### config.mk
export PLATFORM = sky130hd
export DESIGN_NAME = bcd_alarm_unit
export DESIGN_NICKNAME = d
export VERILOG_FILES = /design/src/rtl/bcd_alarm_pkg.sv /design/src/rtl/alarm_wr_filter.sv /design/src/rtl/alarm_match_logic.sv /design/src/rtl/bcd_alarm_unit.sv
export SDC_FILE = /design/constraint.sdc
export NUM_CORES = 1
export LEC_CHECK = 0
export ABC_AREA = 1
export BUFFER_PORTS_ARGS = -buffer_cell sky130_fd_sc_hd__clkbuf_2
export CAP_MARGIN = 25
export CELL_PAD_IN_SITES_DETAIL_PLACEMENT = 0
export CELL_PAD_IN_SITES_GLOBAL_PLACEMENT = 1
export CORE_MARGIN = 2
export CORE_UTILIZATION = 38
export CTS_CLUSTER_SIZE = 25
export DETAILED_ROUTE_END_ITERATION = 6
export GPL_TIMING_DRIVEN = 0
export PLACE_DENSITY_LB_ADDON = 0.1
export SETUP_SLACK_MARGIN = 0.5
export SKIP_CTS_REPAIR_TIMING = 1
export SLEW_MARGIN = 20
export SYNTH_ARGS = -nofsm -noshare
export SYNTH_HDL_FRONTEND = slang
export SYNTH_SLANG_ARGS = --single-unit
### constraint.sdc
create_clock -name clk -period 1.6 [get_ports clk]
set_input_delay 0.16 -clock clk [delete_from_list [all_inputs] [get_ports clk]]
set_output_delay 0.16 -clock clk [all_outputs]
set_load 0.01 [all_outputs]
### src/rtl/bcd_alarm_pkg.sv
`timescale 1ns/1ps
package bcd_alarm_pkg;
    localparam int FIELD_COUNT = 4;
    localparam int BYTE_W      = 8;
    localparam int IDX_W       = $clog2(FIELD_COUNT);
    localparam int MASK_BIT    = BYTE_W - 1;

    localparam int F_SEC  = 0;
    localparam int F_MIN  = 1;
    localparam int F_HOUR = 2;
    localparam int F_DATE = 3;

    typedef logic [BYTE_W-1:0] byte_t;

    typedef enum logic [2:0] {
        RATE_MONTH,
        RATE_DAY,
        RATE_HOUR,
        RATE_MIN,
        RATE_SEC
    } rate_e;

    // bits of a write that carry the value checked for range
    function automatic byte_t wr_value_mask(input int f);
        case (f)
            F_SEC, F_MIN: return 8'h7F;
            F_HOUR:       return 8'h3F;
            default:      return 8'h1F;
        endcase
    endfunction

    // bits compared against the running time
    function automatic byte_t cmp_mask(input int f);
        case (f)
            F_SEC, F_MIN: return 8'h7F;
            default:      return 8'h3F;
        endcase
    endfunction

    function automatic int range_lo(input int f);
        return (f == F_DATE) ? 1 : 0;
    endfunction

    function automatic int range_hi(input int f);
        case (f)
            F_SEC, F_MIN: return 59;
            F_HOUR:       return 23;
            default:      return 255;
        endcase
    endfunction
endpackage

### src/rtl/alarm_wr_filter.sv
`timescale 1ns/1ps
module alarm_wr_filter
    import bcd_alarm_pkg::*;
#(
    parameter int FIELD = F_SEC
) (
    input  byte_t wdata,
    output logic  accept
);
    localparam byte_t VMASK = wr_value_mask(FIELD);
    localparam int    LO    = range_lo(FIELD);
    localparam int    HI    = range_hi(FIELD);
    localparam byte_t LO_B  = byte_t'(LO);
    localparam byte_t HI_B  = byte_t'((HI > 255) ? 255 : HI);

    byte_t v;
    byte_t dec;

    always_comb begin
        v   = wdata & VMASK;
        dec = v[7:4] * 8'd10 + {4'd0, v[3:0]};
    end

    generate
        if (LO == 0) begin : g_lo_zero
            assign accept = (dec <= HI_B);
        end else if (HI >= 255) begin : g_no_hi
            assign accept = (dec >= LO_B);
        end else begin : g_window
            assign accept = (dec >= LO_B) && (dec <= HI_B);
        end
    endgenerate
endmodule

### src/rtl/alarm_match_logic.sv
`timescale 1ns/1ps
module alarm_match_logic
    import bcd_alarm_pkg::*;
(
    input  logic [FIELD_COUNT-1:0][BYTE_W-1:0] alm,
    input  logic [FIELD_COUNT-1:0][BYTE_W-1:0] now,
    output logic                               hit
);
    logic [FIELD_COUNT-1:0] eq;
    logic [FIELD_COUNT-1:0] msk;
    rate_e                  rate;

    genvar f;
    generate
        for (f = 0; f < FIELD_COUNT; f++) begin : g_field
            localparam byte_t CM = cmp_mask(f);
            assign eq[f]  = (((alm[f] ^ now[f]) & CM) == '0);
            assign msk[f] = alm[f][MASK_BIT];
        end
    endgenerate

    // fixed priority pattern of mask flags picks the repeat period
    always_comb begin
        case ({msk[F_DATE], msk[F_HOUR], msk[F_MIN], msk[F_SEC]})
            4'b0000: rate = RATE_MONTH;
            4'b1000: rate = RATE_DAY;
            4'b1100: rate = RATE_HOUR;
            4'b1110: rate = RATE_MIN;
            default: rate = RATE_SEC;
        endcase
    end

    always_comb begin
        case (rate)
            RATE_MONTH: hit = &eq;
            RATE_DAY:   hit = eq[F_HOUR] & eq[F_MIN] & eq[F_SEC];
            RATE_HOUR:  hit = eq[F_MIN] & eq[F_SEC];
            RATE_MIN:   hit = eq[F_SEC];
            default:    hit = 1'b1;
        endcase
    end
endmodule

### src/rtl/bcd_alarm_unit.sv
`timescale 1ns/1ps
module bcd_alarm_unit
    import bcd_alarm_pkg::*;
(
    input  logic              clk,
    input  logic              rst_n,
    input  logic              reg_we,
    input  logic [IDX_W-1:0]  reg_addr,
    input  logic [BYTE_W-1:0] reg_wdata,
    output logic [BYTE_W-1:0] reg_rdata,
    input  logic              sec_tick,
    input  logic [BYTE_W-1:0] now_sec,
    input  logic [BYTE_W-1:0] now_min,
    input  logic [BYTE_W-1:0] now_hour,
    input  logic [BYTE_W-1:0] now_date,
    output logic              alarm_irq
);
    typedef struct packed {
        logic [FIELD_COUNT-1:0][BYTE_W-1:0] alm;
        logic                               irq;
    } state_t;

    state_t st_d, st_q;

    logic [FIELD_COUNT-1:0]             accept;
    logic [FIELD_COUNT-1:0][BYTE_W-1:0] now_vec;
    logic                               hit;
    logic [FIELD_COUNT*BYTE_W-1:0]      alm_view;

    always_comb begin
        now_vec[F_SEC]  = now_sec;
        now_vec[F_MIN]  = now_min;
        now_vec[F_HOUR] = now_hour;
        now_vec[F_DATE] = now_date;
    end

    genvar f;
    generate
        for (f = 0; f < FIELD_COUNT; f++) begin : g_filt
            alarm_wr_filter #(.FIELD(f)) u_filt (
                .wdata  (reg_wdata),
                .accept (accept[f])
            );
        end
    endgenerate

    alarm_match_logic u_match (
        .alm (st_q.alm),
        .now (now_vec),
        .hit (hit)
    );

    always_comb begin
        st_d     = st_q;
        st_d.irq = sec_tick & hit;
        if (reg_we && accept[reg_addr]) begin
            st_d.alm[reg_addr] = reg_wdata;
        end
    end

    always_ff @(posedge clk or negedge rst_n) begin
        if (!rst_n) begin
            st_q <= '0;
        end else begin
            st_q <= st_d;
        end
    end

    assign reg_rdata = st_q.alm[reg_addr];
    assign alarm_irq = st_q.irq;
    assign alm_view  = st_q.alm;
endmodule

# Word-level counts from Yosys, hierarchy flattened
# Index checks and enable logic that the tools add are counted.
totals:
  regBits: 33
  elab_cells: 48
op_classes:
  addsub: 3
  n_mul: 3
  n_lt_le_gt_ge: 5
  eq_ne: 6
  muxes: 9
  n_bitwise: 8
  n_reduce_logical: 9
ops:
  columns: ["cell", "n"]
  rows:
  - ["$bwmux W32", 1]
  - ["$logic_not A8 Y1", 4]
  - ["$add A8 B4 Y8", 3]
  - ["$bmux W8 S2", 1]
  - ["$demux W8 S2", 1]
  - ["$mux W8", 2]
  - ["$xor A7 B7 Y7", 2]
  - ["$eq A4 B4 Y1 const B", 3]
  - ["$pmux W3 S4", 1]
  - ["$xor A6 B6 Y6", 2]
  - ["$ge A8 B1 Y1 const B", 1]
  - ["$le A8 B5 Y1 const B", 1]
  - ["$le A8 B6 Y1 const B", 1]
  - ["$eq A3 B2 Y1 const B", 2]
  - ["$mul A3 B3 Y6 const B", 1]
  - ["$mul A2 B3 Y5 const B", 1]
  - ["$and A1 B1 Y1", 4]
  - ["$logic_not A4 Y1", 1]
  - ["$mul A1 B3 Y4 const B", 1]
  - ["$pmux W1 S4", 1]
  - ["$reduce_and A4 Y1", 1]
  - ["$eq A3 B1 Y1 const B", 1]
  - ["$logic_not A3 Y1", 1]
  - ["$lt A2 B3 Y1 const B", 1]
  - ["4 further kinds", 5]

# Logic depth before layout (Yosys ltp)
logic_depth:
  word_depth: 6
  ltp_mapped: 14
  depth_no_buf: 14

# By module
# Synthesis repeated with hierarchy kept, for this count alone.
hier_totals:
  cells_unflattened: 400
  hier_area_um2: 2762.6
by_module_without_submodules:
  columns: ["module", "instances", "cells_per_inst", "area_each_um2", "seq_area_each_um2"]
  rows:
  - ["bcd_alarm_unit", 1, 188, 1596.5, 825.8]
  - ["alarm_match_logic", 1, 107, 494.2, 0.0]
  - ["alarm_wr_filter (g_filt[0].u_filt ...)", 2, 35, 227.7, 0.0]
  - ["alarm_wr_filter (g_filt[2].u_filt)", 1, 22, 136.4, 0.0]
  - ["alarm_wr_filter (g_filt[3].u_filt)", 1, 13, 80.1, 0.0]

# Worst setup path after synthesis
# OpenSTA, ideal clock, no wires.
synth_timing:
  path_kind: "in2reg"
  startpoint: "in reg_wdata[1]"
  endpoint: "reg st_q, in the netlist alm_view[0]"
  t_arrival_ps: 1726
  required_ps: 1483
  path_slack_ps: -243
  stages: 13
  n_path_buf: 1
  path_cell_list: "ha_1 fa_1 nand2_1 nand2_1 nor2_1 nand2_1 nor2_1 nand3_1 nand2_2 nand2_8 buf_8 nand4_1 nand2_1"
synth_via:
  elab_chain_cells: 5
synth_rtl:
  columns: ["element", "line", "source"]
  rows:
  - ["from (decl)", "bcd_alarm_unit.sv:9", "input logic [BYTE_W-1:0] reg_wdata,"]
  - ["$add A8 B4 Y8", "alarm_wr_filter.sv:21", "dec = v[7:4] * 8'd10 + {4'd0, v[3:0]};"]
  - ["$le A8 B6 Y1 (tied with other cells)", "alarm_wr_filter.sv:26", "assign accept = (dec <= HI_B);"]
  - ["$bmux W1 S2 *", "bcd_alarm_unit.sv:56", "if (reg_we && accept[reg_addr]) begin"]
  - ["$mux W1 (implied by the code) *", "bcd_alarm_unit.sv:56", null]
  - ["$logic_and A1 B1 Y1 *", "bcd_alarm_unit.sv:56", null]
  - ["to (signal assigned)", "bcd_alarm_unit.sv:65", "st_q <= st_d;"]
  - ["to (decl)", "bcd_alarm_unit.sv:23", "state_t st_d, st_q;"]
# Every way passes the cells marked *; elsewhere a longest branch is shown, timed or not. The select of a mux whose other input is x is not followed.
# A chain may end at the register's enable or synchronous reset.

# Worst setup path after layout
layout_timing:
  startpoint: "in reg_wdata[4]"
  endpoint: "reg st_q, in the netlist alm_view[8]"
layout_via:
  elab_chain_cells: 6
layout_rtl:
  columns: ["element", "line"]
  rows:
  - ["$mul A3 B3 Y6 (tied with other cells)", "alarm_wr_filter.sv:21"]
  - ["$add A8 B4 Y8", "alarm_wr_filter.sv:21"]
  - ["$le A8 B6 Y1 (tied with other cells)", "alarm_wr_filter.sv:26"]
  - ["$bmux W1 S2 *", "bcd_alarm_unit.sv:56"]
  - ["$mux W1 (implied by the code) *", "bcd_alarm_unit.sv:56"]
  - ["$logic_and A1 B1 Y1 *", "bcd_alarm_unit.sv:56"]
# Marked as above.

==> run_results.csv <==
group,metric,value,unit
outcome,outcome,"finished, violations left",
outcome,violations,"hold timing, setup timing",
layout,layout_commonest_cell,"nand2_1",
power,power,3.33,mW
setup_path,cp_top_family,"simple AND/OR/NAND/NOR gates",
setup_path,startpoint,"reg_wdata[4]",
layout,drive_above_1_share,0.291,
placed_design,port_buffers,47,
routing,wl_met2,3370,um
setup_path,critPathKind,"in2reg",
placed_design,place_hpwl,5350,um
logic_synthesis,syn_inst,345,
logic_synthesis,synth_top_area_share,0.340,
setup_path,max_stage_delay,0.53,ns
routing,routed-wl-met3,365,um
power,power_density,1010,nW/um2
layout,final_cell_mix,"131 x nand2_1, 35 x inv_1, 34 x clkbuf_2, 34 x nand4_1, 33 x dfrtp_1",
global_routing,antenna_found_initial,0,
sta,hold_viol,33,
logic_synthesis,synth_compound_area_frac,0.0815,
sta,period_share,1.10,
setup_path,cp_common_cell,"nand2_1",
setup_path,critPathMaxFanout,7,
routing,wl,7180,um
sta,fin_ws,-0.159,ns
clock_tree,numCtsBuffers,5,
die,core-area,6280,um2
sta,slew_violations,0,
logic_synthesis,syn_avg_cell_area,7.03,um2
clock_tree,htree_levels,2,
clock_tree,ctsRootBufferMaster,"clkbuf_8",
setup_path,crit_chain,"buf_12, ha_4, fa_2, nand2_2, nor2_2, nand2_1, nor2_1, nand3_1, nand2_4, nand2_8, buf_8, nand4_1, nand2_1",
logic_synthesis,synth_xor_area_frac,0.0325,
sta,max_slew.worst_pin.slew,0.844,ns
power,p_seq_frac,0.372,
routing,first_pass_iters,4,
min_path,hold_class,"in2async",
setup_path,cp.required,1.77,ns
logic_synthesis,synth_edf_count,0,
clock_tree,cts_sinks,33,
run,drv_cap,0,
layout,seq_area,826,um2
sta,finalSetupViolations,32,
clock_tree,clk-insertion-delay-late,0.28,ns
placed_design,pre_cts_slack,-0.598,ns
sta,min_period,1.76,ns
global_routing,grt_pass1_vias,2258,
logic_synthesis,synth_nets,400,
routing,drt-met1-wl,3380,um
logic_synthesis,yosys.area_share.simple,0.401,
power,p_sw_frac,0.354,
routing,dr.max_layer_used,"met4",
die,core.rowCount,29,
routing,first_iter_violations,163,
layout,diodes,0,
setup_path,critPathBufInv,2,
routing,drc,0,
logic_synthesis,synthMuxAreaShare,0,
sta,whs,-0.0228,ns
die,die_h,83.9,um
routing,vias_per_cell,5.01,
setup_path,end_kind,"flop",
clock_tree,clkTransAtPathRegs,0.07,ns
logic_synthesis,yosysWarnings,0,
sta,grt_setup_unrepaired,"true",
die,pin_count,55,
power,p_clk_frac,0.240,
global_routing,grt_pass1_wl,11400,um
layout,nNetsFinal,476,
logic_synthesis,yosysTopAreaCell,"dfrtp_1",
global_routing,grt_usage,0.205,
setup_path,crit-reg2reg-launch,"alm_view[13]$_DFFE_PN0P_",
logic_synthesis,ys_seq_area_frac,0.340,
power,vdd_drop_max,0.470,mV
power,p_leak,1.74,nW
die,die_x,83.9,um
sta,skew,0.00897,ns
placed_design,place.gp.congestion,0.830,
layout,fillers,639,
logic_synthesis,async_flop_share,1.00,
logic_synthesis,yosys_register_bits,33,
logic_synthesis,synth_top_family_by_area,"simple AND/OR/NAND/NOR gates",
setup_path,crit_slowest_cell,"fa_2",
sta,relSlewSlack,0.437,
power,p_comb_frac,0.388,
logic_synthesis,synth_area_leaders,"dfrtp_1 34%, nand2_1 21%, nand4_1 8.8%",
power,intPower,2.15,mW
layout,multi_input_comb_area,1540,um2
clock_tree,cts_tree,"done",
die,dieArea,7040,um2
logic_synthesis,syn_area,2430,um2
layout,synthToLayoutAreaGrowth,35.7,%
power,p_sw,1.18,mW
global_routing,grt_overflow,0,
die,start_util,0.386,
logic_synthesis,synthFlopType,"dfrtp_1",
layout,final_core_util,0.524,
routing,routedWlPerCell,14.4,um
sta,fmax,569,MHz
setup_path,cp-start-kind,"input port",
routing,detail-route-antenna-nets,0,
clock_tree,clk_path_buf_depth,2,
logic_synthesis,yosys.cell_types.count,31,
global_routing,grt_max_degree,34,
logic_synthesis,synth_fa_ha_area_frac,0.0495,
setup_path,arrival,1.93,ns
routing,via_count,2499,
[power groups by stage]
stage | Clock [mW] | Combinational (mW) | Sequential [mW]
global placement | 0 | 1.03 | 1.24
global route | 0.860 | 1.45 | 1.27
detailed placement | 0 | 1.04 | 1.25
finish | 0.798 | 1.29 | 1.24
floorplan | 0 | 0.744 | 1.19
CTS | 0.816 | 1.05 | 1.23
[layer usage]
layer,up-vias,track usage
met5,-,0
met4,0,0.0630
met3,8,0.0406
met2,60,0.310
met1,1137,0.295
li1,1294,-
[worst paths after layout]
kind | to | slack (ns) | depth (start not counted)
min in group clk | alarm_irq$_DFF_PN0_ | 0.06 | 3
setup / recovery | alm_view[8]$_DFFE_PN0P_ | -0.16 | 13
hold reg to reg | alm_view[30]$_DFFE_PN0P_ | 0.48 | 2
max in group asynchronous | alm_view[31]$_DFFE_PN0P_ | 1.09 | 1
hold / removal | alm_view[19]$_DFFE_PN0P_ | -0.02 | 1
setup reg to reg | alarm_irq$_DFF_PN0_ | 0.31 | 9
[through the flow]
stage	cells	instance area [um2]	setup TNS, ns
after floorplan	345	2490	-3.63
after global placement	469	2820	-17.35
after detailed placement	469	2820	-17.53
after CTS	477	2940	-7.93
after global routing	499	3290	-8.59
final	499	3290	-4.24
[cell families (layout without fill, tap and decap cells)]
group                    Yosys count  after routing
buffers and inverters             52            128
AND/OR/NAND/NOR                  215            216
adder cells (fa/ha/maj)            9              9
AO/OA/AOI/OAI                     27             27
flip-flops                        33             33
XOR/XNOR                           9              9
[sequential cells by signal, summed over array words and instances, names as in the netlist]
| signal | flops |
|---|---|
| alarm_irq | 1 |
| alm_view | 32 |
[synthesized netlist by cell type (all sizes together), types with 2 or more instances]
cell type and number:
xnor2 7, dfrtp 33, buf 4, nand3 16, nand4 34, ha 8, clkbuf 7, a22oi 8
inv 41, nor2 25, o21ai 6, a21oi 5, xor2 2, nand2 137, o221ai 6
[layout make-up]
cell class,count,share of cell area
multi-input combinational,261,0.469
sequential,33,0.251
timing repair buffer,68,0.139
inverter,41,0.0475
buffer,11,0.0293
tap,77,0.0293
clock buffer,7,0.0262
clock inverter,1,0.00912
[worst register-to-register path: stages (launching register included)]
cell and delay (ns):
dfrtp_1 0.42, nand2_1 0.12, o21ai_0 0.10, nor2_1 0.10, nand2_1 0.07, nor2_2 0.12
nand3_1 0.08, nand2_1 0.06, nand2_1 0.04, a21oi_1 0.11
Note: power is estimated with default switching activity, not from simulation.
